===== src/rtl/eae_pkg.sv =====
package eae_pkg;

  typedef enum logic [2:0] {
    OP_NONE = 3'd0,
    OP_MUL  = 3'd1,
    OP_DIV  = 3'd2,
    OP_NORM = 3'd3,
    OP_SHL  = 3'd4,
    OP_ASR  = 3'd5,
    OP_LSR  = 3'd6,
    OP_RSV  = 3'd7
  } eae_op_e;

  typedef enum logic [1:0] {
    ST_IDLE = 2'd0,
    ST_WAIT = 2'd1,
    ST_RUN  = 2'd2
  } eae_state_e;

  function automatic logic op_takes_word(eae_op_e op);
    return (op == OP_MUL) || (op == OP_DIV) || (op == OP_SHL) ||
           (op == OP_ASR) || (op == OP_LSR);
  endfunction

endpackage


===== src/rtl/eae_ctrl.sv =====
module eae_ctrl
  import eae_pkg::*;
#(
  parameter int W    = 12,
  parameter int CNTW = 5
) (
  input  logic         clk,
  input  logic         rst_n,
  input  logic         cmd_valid,
  input  eae_op_e      op_in,
  input  logic         opnd_valid,
  input  logic [W-1:0] opnd_data,
  input  logic         early_stop,
  output logic         cmd_ready,
  output logic         opnd_ready,
  output logic         cmd_fire,
  output logic         opnd_fire,
  output logic         run,
  output logic         first,
  output eae_op_e      op_q,
  output logic         busy,
  output logic         done
);
  localparam int W2 = 2 * W;

  eae_state_e         state_q;
  logic [CNTW-1:0]    cnt_q;
  logic [CNTW-1:0]    shift_cnt;
  logic               last;

  assign cmd_ready  = (state_q == ST_IDLE);
  assign opnd_ready = (state_q == ST_WAIT);
  assign run        = (state_q == ST_RUN);
  assign busy       = (state_q != ST_IDLE);
  assign cmd_fire   = cmd_valid && cmd_ready;
  assign opnd_fire  = opnd_valid && opnd_ready;

  // shifts beyond the word pair width are clamped to a full clear-out
  assign shift_cnt = (opnd_data >= W'(W2 - 1)) ? CNTW'(W2)
                                               : opnd_data[CNTW-1:0] + CNTW'(1);

  assign last = run && (early_stop || ((op_q != OP_NORM) && (cnt_q == CNTW'(1))));

  always_ff @(posedge clk or negedge rst_n) begin
    if (!rst_n) begin
      state_q <= ST_IDLE;
      cnt_q   <= '0;
      first   <= 1'b0;
      op_q    <= OP_NONE;
      done    <= 1'b0;
    end else begin
      done <= 1'b0;
      unique case (state_q)
        ST_IDLE: if (cmd_fire) begin
          op_q <= op_in;
          if (op_in == OP_NORM)          state_q <= ST_RUN;
          else if (op_takes_word(op_in)) state_q <= ST_WAIT;
          else                           done    <= 1'b1;
        end
        ST_WAIT: if (opnd_fire) begin
          state_q <= ST_RUN;
          first   <= 1'b1;
          cnt_q   <= ((op_q == OP_MUL) || (op_q == OP_DIV)) ? CNTW'(W) : shift_cnt;
        end
        ST_RUN: begin
          first <= 1'b0;
          cnt_q <= cnt_q - CNTW'(1);
          if (last) begin
            state_q <= ST_IDLE;
            done    <= 1'b1;
          end
        end
        default: state_q <= ST_IDLE;
      endcase
    end
  end
endmodule


===== src/rtl/eae_muldiv_step.sv =====
module eae_muldiv_step #(
  parameter int W = 12
) (
  input  logic [W-1:0] ac,
  input  logic [W-1:0] mq,
  input  logic [W-1:0] dvs,
  input  logic         is_div,
  output logic [W-1:0] ac_n,
  output logic [W-1:0] mq_n,
  output logic         ovf
);
  logic [W:0] sum;
  logic [W:0] rem;
  logic [W:0] diff;
  logic       fits;

  // multiply: conditional add then right shift of carry:AC:MQ
  assign sum  = {1'b0, ac} + (mq[0] ? {1'b0, dvs} : '0);
  // divide: restoring step on partial remainder
  assign rem  = {ac, mq[W-1]};
  assign fits = (rem >= {1'b0, dvs});
  assign diff = rem - {1'b0, dvs};
  assign ovf  = (ac >= dvs);

  always_comb begin
    if (is_div) begin
      ac_n = fits ? diff[W-1:0] : rem[W-1:0];
      mq_n = {mq[W-2:0], fits};
    end else begin
      ac_n = sum[W:1];
      mq_n = {sum[0], mq[W-1:1]};
    end
  end
endmodule


===== src/rtl/eae_shift_step.sv =====
module eae_shift_step
  import eae_pkg::*;
#(
  parameter int W = 12
) (
  input  logic [W-1:0] ac,
  input  logic [W-1:0] mq,
  input  eae_op_e      mode,
  output logic [W-1:0] ac_n,
  output logic [W-1:0] mq_n
);
  logic [2*W-1:0] pair;
  logic [2*W-1:0] pair_n;

  assign pair = {ac, mq};

  always_comb begin
    unique case (mode)
      OP_SHL, OP_NORM: pair_n = {pair[2*W-2:0], 1'b0};
      OP_ASR:          pair_n = {pair[2*W-1], pair[2*W-1:1]};
      OP_LSR:          pair_n = {1'b0, pair[2*W-1:1]};
      default:         pair_n = pair;
    endcase
  end

  assign ac_n = pair_n[2*W-1:W];
  assign mq_n = pair_n[W-1:0];
endmodule


===== src/rtl/eae_unit.sv =====
module eae_unit
  import eae_pkg::*;
#(
  parameter int W   = 12,
  parameter int SCW = 5
) (
  input  logic           clk,
  input  logic           rst_n,
  input  logic           cmd_valid,
  output logic           cmd_ready,
  input  logic           cmd_clr_ac,
  input  logic           cmd_mq_to_ac,
  input  logic           cmd_sc_to_ac,
  input  logic           cmd_ac_to_mq,
  input  logic [2:0]     cmd_op,
  input  logic           opnd_valid,
  output logic           opnd_ready,
  input  logic [W-1:0]   opnd_data,
  input  logic           ac_wr,
  input  logic [W-1:0]   ac_wdata,
  input  logic           link_wr,
  input  logic           link_wdata,
  output logic [W-1:0]   ac,
  output logic           link,
  output logic [W-1:0]   mq,
  output logic [SCW-1:0] sc,
  output logic           busy,
  output logic           done
);
  localparam int CNTW = $clog2(2 * W + 1);
  localparam logic [SCW-1:0] NORM_MAX = SCW'(2 * W - 1);

  logic [W-1:0]   ac_q, mq_q, dvs_q;
  logic           link_q;
  logic [SCW-1:0] sc_q;

  logic           cmd_fire, opnd_fire, run, first, early_stop, norm_stop, ovf;
  eae_op_e        op_q;
  logic [W-1:0]   md_ac, md_mq, sh_ac, sh_mq;
  logic [W-1:0]   ac_base, ac_moved;

  assign norm_stop  = (ac_q[W-1] != ac_q[W-2]) || (sc_q == NORM_MAX);
  assign early_stop = ((op_q == OP_NORM) && norm_stop) ||
                      ((op_q == OP_DIV) && first && ovf);

  eae_ctrl #(.W(W), .CNTW(CNTW)) u_ctrl (
    .clk        (clk),
    .rst_n      (rst_n),
    .cmd_valid  (cmd_valid),
    .op_in      (eae_op_e'(cmd_op)),
    .opnd_valid (opnd_valid),
    .opnd_data  (opnd_data),
    .early_stop (early_stop),
    .cmd_ready  (cmd_ready),
    .opnd_ready (opnd_ready),
    .cmd_fire   (cmd_fire),
    .opnd_fire  (opnd_fire),
    .run        (run),
    .first      (first),
    .op_q       (op_q),
    .busy       (busy),
    .done       (done)
  );

  eae_muldiv_step #(.W(W)) u_md (
    .ac     (ac_q),
    .mq     (mq_q),
    .dvs    (dvs_q),
    .is_div (op_q == OP_DIV),
    .ac_n   (md_ac),
    .mq_n   (md_mq),
    .ovf    (ovf)
  );

  eae_shift_step #(.W(W)) u_sh (
    .ac   (ac_q),
    .mq   (mq_q),
    .mode (op_q),
    .ac_n (sh_ac),
    .mq_n (sh_mq)
  );

  // first time slot: clear; second slot: loads into AC and MQ
  assign ac_base  = cmd_clr_ac ? '0 : ac_q;
  assign ac_moved = (cmd_ac_to_mq ? '0 : ac_base) |
                    (cmd_mq_to_ac ? mq_q : '0) |
                    (cmd_sc_to_ac ? {{(W-SCW){1'b0}}, sc_q} : '0);

  always_ff @(posedge clk or negedge rst_n) begin
    if (!rst_n) begin
      ac_q   <= '0;
      mq_q   <= '0;
      dvs_q  <= '0;
      link_q <= 1'b0;
      sc_q   <= '0;
    end else begin
      if (!busy && ac_wr)   ac_q   <= ac_wdata;
      if (!busy && link_wr) link_q <= link_wdata;
      if (cmd_fire) begin
        ac_q <= ac_moved;
        if (cmd_ac_to_mq) mq_q <= ac_base;
        if (eae_op_e'(cmd_op) == OP_NORM) begin
          sc_q   <= '0;
          link_q <= 1'b0;
        end
      end
      if (opnd_fire) begin
        dvs_q <= opnd_data;
        if (op_q == OP_MUL) ac_q <= '0;
      end
      if (run) begin
        unique case (op_q)
          OP_MUL: begin
            ac_q <= md_ac;
            mq_q <= md_mq;
          end
          OP_DIV: begin
            if (first && ovf) begin
              link_q <= 1'b1;
            end else begin
              ac_q   <= md_ac;
              mq_q   <= md_mq;
              link_q <= 1'b0;
            end
          end
          OP_NORM: if (!norm_stop) begin
            ac_q <= sh_ac;
            mq_q <= sh_mq;
            sc_q <= sc_q + SCW'(1);
          end
          OP_SHL, OP_ASR, OP_LSR: begin
            ac_q <= sh_ac;
            mq_q <= sh_mq;
          end
          default: ;
        endcase
      end
    end
  end

  assign ac   = ac_q;
  assign mq   = mq_q;
  assign link = link_q;
  assign sc   = sc_q;
endmodule


===== config.mk =====
export PLATFORM = sky130hd
export DESIGN_NAME = eae_unit
export DESIGN_NICKNAME = d
export VERILOG_FILES = /design/src/rtl/eae_pkg.sv /design/src/rtl/eae_ctrl.sv /design/src/rtl/eae_muldiv_step.sv /design/src/rtl/eae_shift_step.sv /design/src/rtl/eae_unit.sv
export SDC_FILE = /design/constraint.sdc
export NUM_CORES = 1
export LEC_CHECK = 0
export BUFFER_PORTS_ARGS = -buffer_cell sky130_fd_sc_hd__buf_2
export CAP_MARGIN = 20
export CORE_UTILIZATION = 36
export DETAILED_ROUTE_END_ITERATION = 8
export HOLD_SLACK_MARGIN = 0.1
export PLACE_DENSITY = 0.54
export SYNTH_ARGS = -nofsm -noshare
export SYNTH_HDL_FRONTEND = slang
export SYNTH_HIERARCHICAL = 1
export SYNTH_SLANG_ARGS = --single-unit

===== constraint.sdc =====
create_clock -name clk -period 3.06 [get_ports clk]
set_input_delay 0 -clock clk [delete_from_list [all_inputs] [get_ports clk]]
set_output_delay 0 -clock clk [all_outputs]
set_load 0.02 [all_outputs]

# After elaboration in Yosys (flattened, before gate mapping)
# Index checks and enable logic that the tools add are counted.
# word_totals
regBits,54
latchBits,0
ramBits,0
rom_bits,0
output_inout_bits,34
n_memories,0
# op_classes
n_addsub,5
n_mul,0
div_mod_pow,0
n_lt_le_gt_ge,3
n_eq_ne,22
shift,0
mux,51
bitwise,2
n_reduce_logical,27
# op_table
cell,n
$mux 12,19
$pmux 12 s4,2
$pmux 24 s3,1
$mux 5,9
$eq 3x3->1 const B,6
$add 12x12->13,1
$ge 13x12->1,1
$eq 3x2->1 const B,4
$ge 12x12->1,1
$ge 12x5->1 const B,1
$or 12x12->12,1
$or 12x5->12,1
$sub 12x12->12,1
$mux 1,11
$add 5x1->5 const B,2
$logic_and 1x1->1,10
$mux 2,5
$pmux 5 s2,1
$logic_or 1x1->1,8
$eq 3x1->1 const B,2
$ne 2x2->1 const B,3
$pmux 2 s3,1
$eq 5x1->1 const B,1
$eq 5x5->1 const B,1
14 further kinds,17

# Longest topological paths before layout
# Gate-level depths: netlist (run 1).
# depth
word_depth,10
mapped_depth,14
depth_no_buf,13

# Cells and area by module
# Netlist (run 1), hierarchy kept.
# by_module_without_submodules
module,n_inst,cells_per_inst,area_each_um2,seq_area_each_um2
eae_unit,1,247,2570.0,1051.0
eae_muldiv_step,1,232,1767.9,0.0
eae_shift_step,1,149,1071.0,0.0
eae_ctrl,1,86,823.3,300.3

# Least setup slack after synthesis (run 1)
# Ideal clock, no wire load.
# synth_path
path_type,reg2reg
start,"reg ac_q[0], in the netlist ac[0]"
end,reg u_ctrl.state_q[1]
setup_ns,0.077
t_arrival_ns,2.761
t_required_ns,2.983
path_slack_ns,0.222
path_stages_with_launch,15
cell_sequence,dfrtp_1 -> inv_1 -> ha_1 -> nand2b_1 -> a21o_1 -> a21o_1 -> a21oi_1 -> o21ai_0 -> a221o_1 -> nand3_1 -> clkbuf_1 -> nand2_1 -> a21oi_1 -> a221oi_1 -> a21oi_1
# synth_via
elab_chain_len,7
# synth_lines
item,line_no,text
"start, declared",eae_unit.sv:33,"logic [W-1:0] ac_q, mq_q, dvs_q;"
"start signal, assigned",eae_unit.sv:97,if (!busy && ac_wr) ac_q <= ac_wdata;
"start signal, assigned",eae_unit.sv:100,ac_q <= ac_moved;
"start signal, assigned",eae_unit.sv:114,ac_q <= md_ac;
$ge 12x12->1,eae_muldiv_step.sv:23,assign ovf = (ac >= dvs);
net ovf,eae_unit.sv:37,"logic cmd_fire, opnd_fire, run, first, early_stop, norm_stop, ovf;"
$logic_and 1x1->1,eae_unit.sv:44,((op_q == OP_DIV) && first && ovf);
$logic_or 1x1->1,eae_unit.sv:43,assign early_stop = ((op_q == OP_NORM) && norm_stop) ||
net early_stop,eae_unit.sv:37,
$logic_or 1x1->1,eae_ctrl.sv:42,assign last = run && (early_stop || ((op_q != OP_NORM) && (cnt_q == CNTW'(1))));
$logic_and 1x1->1,eae_ctrl.sv:42,
$ne 2x2->1 (no source line),-,
$reduce_and 4->1 (no source line),-,
"end signal, assigned",eae_ctrl.sv:46,state_q <= ST_IDLE;
"end signal, assigned",eae_ctrl.sv:56,if (op_in == OP_NORM) state_q <= ST_RUN;
"end signal, assigned",eae_ctrl.sv:57,else if (op_takes_word(op_in)) state_q <= ST_WAIT;
"end, declared",eae_ctrl.sv:26,eae_state_e state_q;
# The timed path passes the listed nets, and every way through them passes these cells.
# A chain may end at the register's enable or synchronous reset.

# Worst setup path in the final report (run 1)
# layout_path
start,"reg ac_q[9], in the netlist ac[9]"
end,"reg ac_q[10], in the netlist ac[10]"
# layout_via
elab_chain_len,6
word_cells_on_any_way,12
cone_classes,add/sub (2); order compare (2); mux (7); reduce/logical (1)
# layout_lines
item,line_no,text
$sub 12x12->12 / $ge 13x12->1 (equally long branches),"eae_muldiv_step.sv:22, eae_muldiv_step.sv:21",
$mux 12,eae_muldiv_step.sv:27,ac_n = fits ? diff[W-1:0] : rem[W-1:0];
$mux 12 (*),eae_muldiv_step.sv:26,if (is_div) begin
net md_ac[10],eae_unit.sv:39,"logic [W-1:0] md_ac, md_mq, sh_ac, sh_mq;"
$mux 12,eae_unit.sv:118,if (first && ovf) begin
$pmux 12 s4 (*),eae_unit.sv:112,unique case (op_q)
$mux 12 (*),eae_unit.sv:111,if (run) begin
# The timed path passes the listed nets; every way through them passes the cells marked *.

==> results of run 1 <==
[logic make-up after synthesis]
group	count (synthesis)	share of synthesized area [%]
AO/OA/AOI/OAI	262	31.4
XOR/XNOR	20	2.81
adder cells (fa/ha/maj)	42	8.67
buffers and inverters	82	6.06
flip-flops	54	21.7
multiplexers	64	11.0
AND/OR/NAND/NOR	190	18.3
[state kept, by name, indices dropped and copies added, names as in the netlist]
register,cells
ac,12
dvs_q,12
link,1
mq,12
sc,5
u_ctrl/cnt_q,5
u_ctrl/done,1
u_ctrl/first,1
u_ctrl/op_q,3
u_ctrl/state_q,2
[tightest hold or removal path: stages]
cell and delay, ns:
buf_2 0.09, a211oi_1 0.07, o32ai_2 0.23
[cell type report]
cell class / count / area, µm² / area share [%]
Multi-Input combinational cell: 578 / 4530 / 62.2
Clock inverter: 3 / 28.8 / 0.395
Clock buffer: 5 / 125 / 1.72
Timing Repair Buffer: 128 / 856 / 11.7
Inverter: 32 / 120 / 1.65
Sequential cell: 54 / 1360 / 18.6
Tap cell: 220 / 275 / 3.77
[layout by cell type, fill, tap and decap left out, types with 17 or more instances in the layout]
cell type      Yosys  layout
nor2b_1           17      17
buf_2             17      71
ha_1              40      40
a31oi_1           19      19
nand3_1           21      21
a21oi_1           43      42
nand2b_1          27      27
o211ai_1          19      19
inv_1             32      32
buf_4              3      36
nor2_1            18      18
nand2_1           31      31
o22ai_1           19      19
dfrtp_1           54      51
mux2_2            36      36
o221ai_1          20      20
dlygate4sd3_1      0      19
mux2i_1           28      28
o21ai_0           25      25
[worst paths after layout]
kind / start / to / slack [ns] / cells past startpoint
min: ac_wdata[2] / ac[2] / 0.12 / 3
max in group asynchronous: rst_n / u_ctrl/op_q[1] / 1.94 / 3
max: ac[9] / ac[10] / 0.18 / 10
min reg2reg: u_ctrl/first / u_ctrl/first / 0.53 / 2
min in group asynchronous: rst_n / u_ctrl/state_q[0] / 0.33 / 2
max reg2reg: ac[9] / ac[10] / 0.18 / 10
[stage by stage]
stage | worst slack, ns | instance area, µm² | total power (µW)
2_1_floorplan | 0.222 | 6230 | 5890
3_3_place_gp | 0.170 | 6920 | 7570
3_5_place_dp | 0.122 | 6920 | 7700
4_1_cts | 0.0836 | 7270 | 8390
5_1_grt | 0.0182 | 7290 | 9090
6_report | 0.175 | 7290 | 8530
[power by group]
part | internal (µW) | total (µW) | switching (µW)
registers | 1020 | 1500 | 487
clock network | 314 | 635 | 321
logic | 2630 | 6390 | 3760
[per-layer routing]
metal  wire length, µm  part of all wire, %  vias up  global-route usage [%]
met5                 0                    0        -                       0
met4               520                  2.4        0                    8.08
met3              1350                  6.1       39                    3.69
met2             10300                   47      253                    40.5
met1              9800                   45     3192                    33.6
li1                  -                    -     2970                       -
[what timing repair did]
item / in CTS / in global routing
gates resized for setup: 0 / 9
hold buffers: 19 / 0
setup endpoints to repair: 0 / 5
hold endpoints to repair: 55 / 0
==> flow_summary.json, run 1 <==
{
  "status": "completed",
  "path_class": "reg2reg",
  "hpwl_um": 16300,
  "worstMarginPinSlew_ns": 0.881,
  "drtIter0Drc": 484,
  "post_cts_buffers": 0,
  "crit_arrival_ns": 3.06,
  "cts_root_buffer": "clkbuf_16",
  "num-fill-cells": 1670,
  "die-area_mm2": 0.0178,
  "start_kind": "register",
  "initial_utilization_pct": 37.2,
  "ir_drop_v": 0.000436,
  "endpoint_kind": "register",
  "path_clk_slew_ns": 0.08,
  "synth_area_leaders": "dfrtp_1 (22%), ha_1 (8.0%), mux2_2 (6.5%), mux2i_1 (4.5%), a21oi_1 (3.5%)",
  "yosysTopAreaCell": "dfrtp_1",
  "p_per_area_mw_per_mm2": 1170,
  "wl_per_cell_um": 21.6,
  "nets": 879,
  "port_buffers": 71,
  "numCtsBuffers": 5,
  "synth-seq-area-share_pct": 21.7,
  "crit_buf_inv": 1,
  "synth_fp_nets": 794,
  "area_delta_synth_final_pct": 17.0,
  "cts_num_sinks": 54,
  "grt_pass1_wl_um": 34900,
  "relSlewSlack_pct": 41.2,
  "max_stage_delay_ns": 0.49,
  "rows": 47,
  "clk-insertion-delay-late_ns": 0.32,
  "utilization_pct": 43.5,
  "layout-drive-gt1-share_pct": 23.0,
  "cts_tree": "built",
  "drtAntennaViolNets": 0,
  "antenna_found_initial": 0,
  "grt_pass1_vias": 6284,
  "period_needed_ns": 2.88,
  "dr.pass1.iters": 5,
  "viasPerCell": 6.33,
  "synth-seq-cells": 54,
  "p_leak_uw": 0.00326,
  "synth_edf_count": 0,
  "crit_chain": "ha_1, a21o_1, a211o_2, a41oi_2, o41ai_4, buf_4, or3_1, o311a_2, a32oi_1, o22ai_1",
  "async_flop_share_pct": 100,
  "cts.path.max_buffers": 2,
  "die_h_um": 134,
  "yosys_warnings": 6,
  "netlist.area_leader.share_pct": 21.7,
  "fin_skew_ns": 0.00577,
  "yosys.cell_types.count": 79,
  "overflow": 0,
  "final.setup.tns_ns": 0,
  "route.vias.total": 6454,
  "syn-instance-count": 714,
  "crit_fanout": 6,
  "slew_violations": 0,
  "hold_path_class": "in2reg",
  "maxCapViolations": 0,
  "drc": 0,
  "gp_congestion": 0.954,
  "hold_violations": 0,
  "whs_ns": 0.118,
  "crit_required_ns": 3.24,
  "place_inst": 993,
  "io_pins": 72,
  "slowest_stage": "dfrtp_1",
  "fmax_mhz": 347,
  "syn_area_mm2": 0.00623,
  "synth_ff_type": "dfrtp_1",
  "min_period_over_period_pct": 94.3,
  "grt_setup_unrepaired": "no",
  "layout.cells.non_filler": 1020,
  "grt_usage_pct": 24.9,
  "syn_area_per_cell_um2": 8.73,
  "yosysMostFrequentCell": "dfrtp_1",
  "fp.coreArea_mm2": 0.0168,
  "dieWidth_um": 134,
  "cts_max_level": 2,
  "diodes": 0,
  "setup_viol": 0,
  "grt_max_degree": 68,
  "critPathTopFamily": "compound AO/OA/AOI/OAI gates",
  "synthTopCellsByCount": "dfrtp_1 (54), a21oi_1 (43), ha_1 (40)",
  "wl_um": 22000
}
(Power assumes the default switching activity.)
==> inputs of run 2 (changes only) <==
--- a/config.mk
+++ b/config.mk
@@ -10,7 +10,6 @@
 export CORE_UTILIZATION = 36
 export DETAILED_ROUTE_END_ITERATION = 8
 export HOLD_SLACK_MARGIN = 0.1
-export PLACE_DENSITY = 0.54
 export SYNTH_ARGS = -nofsm -noshare
 export SYNTH_HDL_FRONTEND = slang
 export SYNTH_HIERARCHICAL = 1
==> constraint.sdc (replaced) <==
create_clock -name clk -period 3.06 [get_ports clk]
set_input_delay 0 -clock clk [delete_from_list [all_inputs] [get_ports clk]]
set_output_delay 0 -clock clk [all_outputs]
set_load 0.01 [all_outputs]
==> run 2 against run 1 <==
Against the previous run: via count decreased by 2.4%; maximum frequency decreased by 1.9%; sequential power about the same; largest power group unchanged.
==> flow_summary.json, run 2 (synthesis results as in run 1) <==
{
  "crit_arrival_ns": 3.12,
  "hp-start": "ac_wdata[1]",
  "final_area_mm2": 0.00728,
  "rows": 47,
  "route.vias.total": 6299,
  "fp.coreArea_mm2": 0.0168,
  "hold_path_class": "in2reg",
  "io_pins": 72,
  "die-area_mm2": 0.0178,
  "viasPerCell": 6.20,
  "dr.pass1.iters": 5,
  "place_area_mm2": 0.00689,
  "ff_latch_area_mm2": 0.00135,
  "final_common_cell": "buf_2",
  "cts_tree": "built",
  "num-fill-cells": 1695,
  "nets": 875,
  "relSlewSlack_pct": 45.2,
  "grt_setup_unrepaired": "yes",
  "diodes": 0,
  "fmax_mhz": 340,
  "numCtsBuffers": 5,
  "hold_end": "ac[1]",
  "antenna_found_initial": 0,
  "hold-path-cell-count": 3,
  "layout.cells.non_filler": 1016,
  "drc": 0,
  "start_kind": "register",
  "multi_input_area_mm2": 0.00454,
  "grt_pass1_wl_um": 32800,
  "worst_slack_ns": 0.121,
  "grt_max_degree": 69,
  "fin_skew_ns": 0.0109,
  "rrSetupSlack_ns": 0.12,
  "period_needed_ns": 2.94,
  "hold_violations": 0,
  "wl_per_cell_um": 20.3,
  "die_h_um": 134,
  "initial_utilization_pct": 37.2,
  "ir_drop_v": 0.000510,
  "path_clk_slew_ns": 0.09,
  "endpoint_kind": "register",
  "grt_pass1_vias": 5857,
  "dieWidth_um": 134,
  "slew_violations": 0,
  "cts_num_sinks": 54,
  "clk-insertion-delay-late_ns": 0.32,
  "crit_fanout": 3,
  "drtAntennaViolNets": 0,
  "status": "completed",
  "place_inst": 988,
  "layout-drive-gt1-share_pct": 22.5,
  "r2r-end": "ac[8]",
  "hpwl_um": 15000,
  "port_buffers": 71,
  "drtIter0Drc": 557,
  "cts_root_buffer": "clkbuf_16",
  "final_cell_mix": "buf_2 (71), dfrtp_1 (53), a21oi_1 (41), ha_1 (40), mux2_2 (36)",
  "reg2regPathDepth": 12,
  "crit-reg2reg-launch": "mq[11]",
  "maxCapViolations": 0,
  "worstMarginPinSlew_ns": 0.818,
  "whs_ns": 0.111,
  "place_ws_ns": 0.00944,
  "crit_required_ns": 3.24,
  "min_period_over_period_pct": 96.1,
  "path_class": "reg2reg",
  "cts_max_level": 2,
  "p_per_area_mw_per_mm2": 1130,
  "p_leak_uw": 0.00324,
  "total_power_uw": 8190,
  "wl_um": 20700,
  "cts.path.max_buffers": 2,
  "setup_viol": 0,
  "grt_usage_pct": 23.4,
  "overflow": 0,
  "area_delta_synth_final_pct": 16.8,
  "gp_congestion": 0.873
}
==> run 2: cell count changes in the layout (fill, tap and decap cells not counted), sizes merged <==
| cell | change |
|---|---|
| buf | -4 |
==> run 2: report_power, final <==
| part | internal [µW] | switching, µW | leakage, µW |
|---|---|---|---|
| sequential | 1010 | 467 | 0.000683 |
| clock | 314 | 327 | 0.0000759 |
| combinational | 2600 | 3470 | 0.00248 |
| total | 3930 | 4260 | 0.00324 |
==> run 2: worst max-delay path by stage <==
stage / start / end
floorplan: ac[0] / u_ctrl/state_q[1]
global placement: mq[0] / ac[8]
detailed placement: mq[0] / ac[11]
CTS: mq[0] / ac[11]
global route: mq[11] / ac[8]
finish: mq[11] / ac[8]
==> run 2: repair_timing <==
action | 4_1_cts | 5_1_grt
buffers inserted | 0 | 0
hold endpoints to repair | 60 | 0
endpoints found under the setup margin | 2 | 5
gates resized for setup | 1 | 9
pin swaps | 0 | 0
hold buffers | 19 | 0
==> run 2: metrics by stage <==
step                util [%]  setup TNS, ns
floorplan                  -              0
global placement        41.1              0
global route            43.4        -0.0553
detailed placement      41.1              0
CTS                     43.1              0
finish                  43.4              0
==> run 2: layout make-up <==
cell class	instances	share of cell area, %
Clock inverter	3	0.395
Inverter	32	1.65
Multi-Input combinational cell	578	62.3
Sequential cell	54	18.6
Clock buffer	5	1.72
Tap cell	220	3.78
Timing Repair Buffer	124	11.5
==> run 2: routing by layer <==
layer  track usage, %  wire length (µm)  vias up
li1                 -                 -     2955
met3             3.42              1350       25
met5                0                 0        -
met4             6.63               367        0
met1             33.3              9460     3059
met2             36.7              9480      260
==> run 2: worst max-delay path, cell delays in order, from the launching register on <==
cell and delay (ns):
dfrtp_1 0.39, inv_1 0.14, ha_1 0.21, inv_1 0.06, fa_1 0.43, a211oi_2 0.25, o21bai_1 0.16, a2111oi_1 0.44
nor3_1 0.13, xnor2_1 0.19, a21oi_2 0.09, a32oi_1 0.22, o22ai_1 0.10
==> inputs of run 3 (changes only) <==
==> constraint.sdc (replaced) <==
create_clock -name clk -period 3.25 [get_ports clk]
set_input_delay 0 -clock clk [delete_from_list [all_inputs] [get_ports clk]]
set_output_delay 0 -clock clk [all_outputs]
set_load 0.01 [all_outputs]
==> run 3 against run 2 <==
Against the previous run: utilization decreased by 0.56 points; sequential power decreased by 3%; wire length increased by 0.56%; largest power group unchanged.
==> flow_summary.json, run 3 (synthesis results as in run 1) <==
{
  "numCtsBuffers": 5,
  "cts.path.max_buffers": 2,
  "grt_max_degree": 36,
  "grt_pass1_vias": 5775,
  "grt_pass1_wl_um": 32400,
  "netSwitchingPower_uw": 4020,
  "drtAntennaViolNets": 0,
  "crit_top_cell": "o22ai_1",
  "crit-reg2reg-launch": "mq[0]",
  "drtIter0Drc": 521,
  "cts_root_buffer": "clkbuf_16",
  "start_kind": "register",
  "gp_congestion": 0.882,
  "cp.depth": 11,
  "setup_viol": 0,
  "die-area_mm2": 0.0178,
  "crit_end": "ac[9]",
  "p_per_area_mw_per_mm2": 1060,
  "crit_path_start": "mq[0]",
  "fp.coreArea_mm2": 0.0168,
  "rrSetupSlack_ns": 0.17,
  "utilization_pct": 42.9,
  "hold_violations": 0,
  "endpoint_kind": "register",
  "nets": 868,
  "hpwl_um": 14900,
  "post_cts_buffers": 0,
  "ff_latch_area_mm2": 0.00135,
  "num-fill-cells": 1705,
  "multi_input_area_mm2": 0.00453,
  "slowest_stage": "dfrtp_1",
  "dr.pass1.iters": 5,
  "area_delta_synth_final_pct": 15.3,
  "dieWidth_um": 134,
  "antenna_found_initial": 0,
  "cts_max_level": 2,
  "final_common_cell": "buf_2",
  "slew_violations": 0,
  "grt_usage_pct": 23.1,
  "relSlewSlack_pct": 45.4,
  "viasPerCell": 6.16,
  "hold_path_class": "in2reg",
  "r2r-end": "ac[9]",
  "port_buffers": 71,
  "crit_arrival_ns": 3.29,
  "rows": 47,
  "worst_slack_ns": 0.169,
  "diodes": 0,
  "cts_tree": "built",
  "crit_chain": "buf_4, and2_1, ha_1, o21ai_0, a21boi_1, a41oi_2, xnor2_1, o22ai_1, a31oi_1, a32oi_1, o22ai_1",
  "final_cell_mix": "buf_2 (71), dfrtp_1 (53), a21oi_1 (42), ha_1 (40), mux2_2 (36)",
  "wl_um": 20800,
  "seq_power_share_pct": 18.8,
  "crit_buf_inv": 1,
  "overflow": 0,
  "grt_setup_unrepaired": "no",
  "max_stage_delay_ns": 0.53,
  "cts_num_sinks": 54,
  "die_h_um": 134,
  "path_clk_slew_ns": 0.09,
  "critPathTopFamily": "compound AO/OA/AOI/OAI gates",
  "place_ws_ns": 0.0956,
  "worstMarginPinSlew_ns": 0.816,
  "crit_required_ns": 3.46,
  "ir_drop_v": 0.000380,
  "drc": 0,
  "crit_fanout": 11,
  "period_needed_ns": 3.08,
  "route.vias.total": 6214,
  "whs_ns": 0.124,
  "fin_skew_ns": 0.0146,
  "initial_utilization_pct": 37.2,
  "clk-insertion-delay-late_ns": 0.32,
  "power_frac_clock_pct": 8.0,
  "final.setup.tns_ns": 0,
  "intPower_uw": 3620,
  "min_period_over_period_pct": 94.8,
  "combPwrFrac_pct": 73.2,
  "path_class": "reg2reg",
  "swShare_pct": 52.6,
  "fmax_mhz": 325,
  "reg2regPathDepth": 11,
  "status": "completed",
  "io_pins": 72,
  "layout-drive-gt1-share_pct": 21.7,
  "maxCapViolations": 0,
  "p_leak_uw": 0.00319,
  "wl_per_cell_um": 20.6
}
==> run 3: area by class of cell <==
type                            count  area share [%]
Clock buffer                        5            1.74
Clock inverter                      3           0.401
Inverter                           32            1.67
Multi-Input combinational cell    578            63.1
Sequential cell                    54            18.8
Tap cell                          220            3.83
Timing Repair Buffer              117            10.4
==> run 3: worst reg2reg max path: cells and delay by family, from the launching register on <==
kind / cells / cell delay (ns)
AND/OR/NAND/NOR: 1 / 0.18
adder cells (fa/ha/maj): 1 / 0.33
buffers and inverters: 1 / 0.25
AO/OA/AOI/OAI: 7 / 1.50
XOR/XNOR: 1 / 0.20
flip-flops: 1 / 0.53
==> run 3: timing repair <==
| action | 4_1_cts | 5_1_grt |
|---|---|---|
| gates resized for setup | 0 | 8 |
| hold endpoints to repair | 48 | 0 |
| endpoints found under the setup margin | 0 | 5 |
| hold buffers | 19 | 0 |
==> run 3: metal layers <==
| metal | vias to the layer above | GRT usage [%] | wire (µm) | part of all wire, % |
|---|---|---|---|---|
| met5 | - | 0 | 0 | 0 |
| met4 | 0 | 6.12 | 386 | 1.9 |
| met3 | 30 | 3.16 | 1170 | 5.6 |
| met2 | 243 | 37.1 | 9740 | 47 |
| met1 | 2995 | 32.4 | 9470 | 46 |
| li1 | 2946 | - | - | - |
==> run 3: power groups by stage <==
stage	combinational (µW)	sequential (µW)	clock (µW)
final	5600	1440	613
after CTS	5490	1430	628
after floorplan	4040	1390	0
after detailed placement	5450	1440	0
after global placement	5440	1440	0
after global routing	6100	1480	649
==> run 3: stage by stage <==
stage / instance area (µm²) / power (µW) / cells
after global routing: 7180 / 8230 / 1009
after floorplan: 6230 / 5440 / 714
after global placement: 6820 / 6880 / 982
after CTS: 7160 / 7550 / 1009
after detailed placement: 6820 / 6890 / 982
final: 7180 / 7650 / 1009
==> run 3: worst min-delay path by stage <==
stage	startpoint	end	slack (ns)	cells after the start
final	ac_wdata[3]	ac[3]	0.12	3
after detailed placement	rst_n	mq[6]	0.11	1
after global placement	rst_n	mq[7]	0.11	1
after global routing	ac_wdata[3]	ac[3]	0.13	3
after floorplan	rst_n	ac[0]	-0.30	0
after CTS	ac_wdata[3]	ac[3]	0.12	3
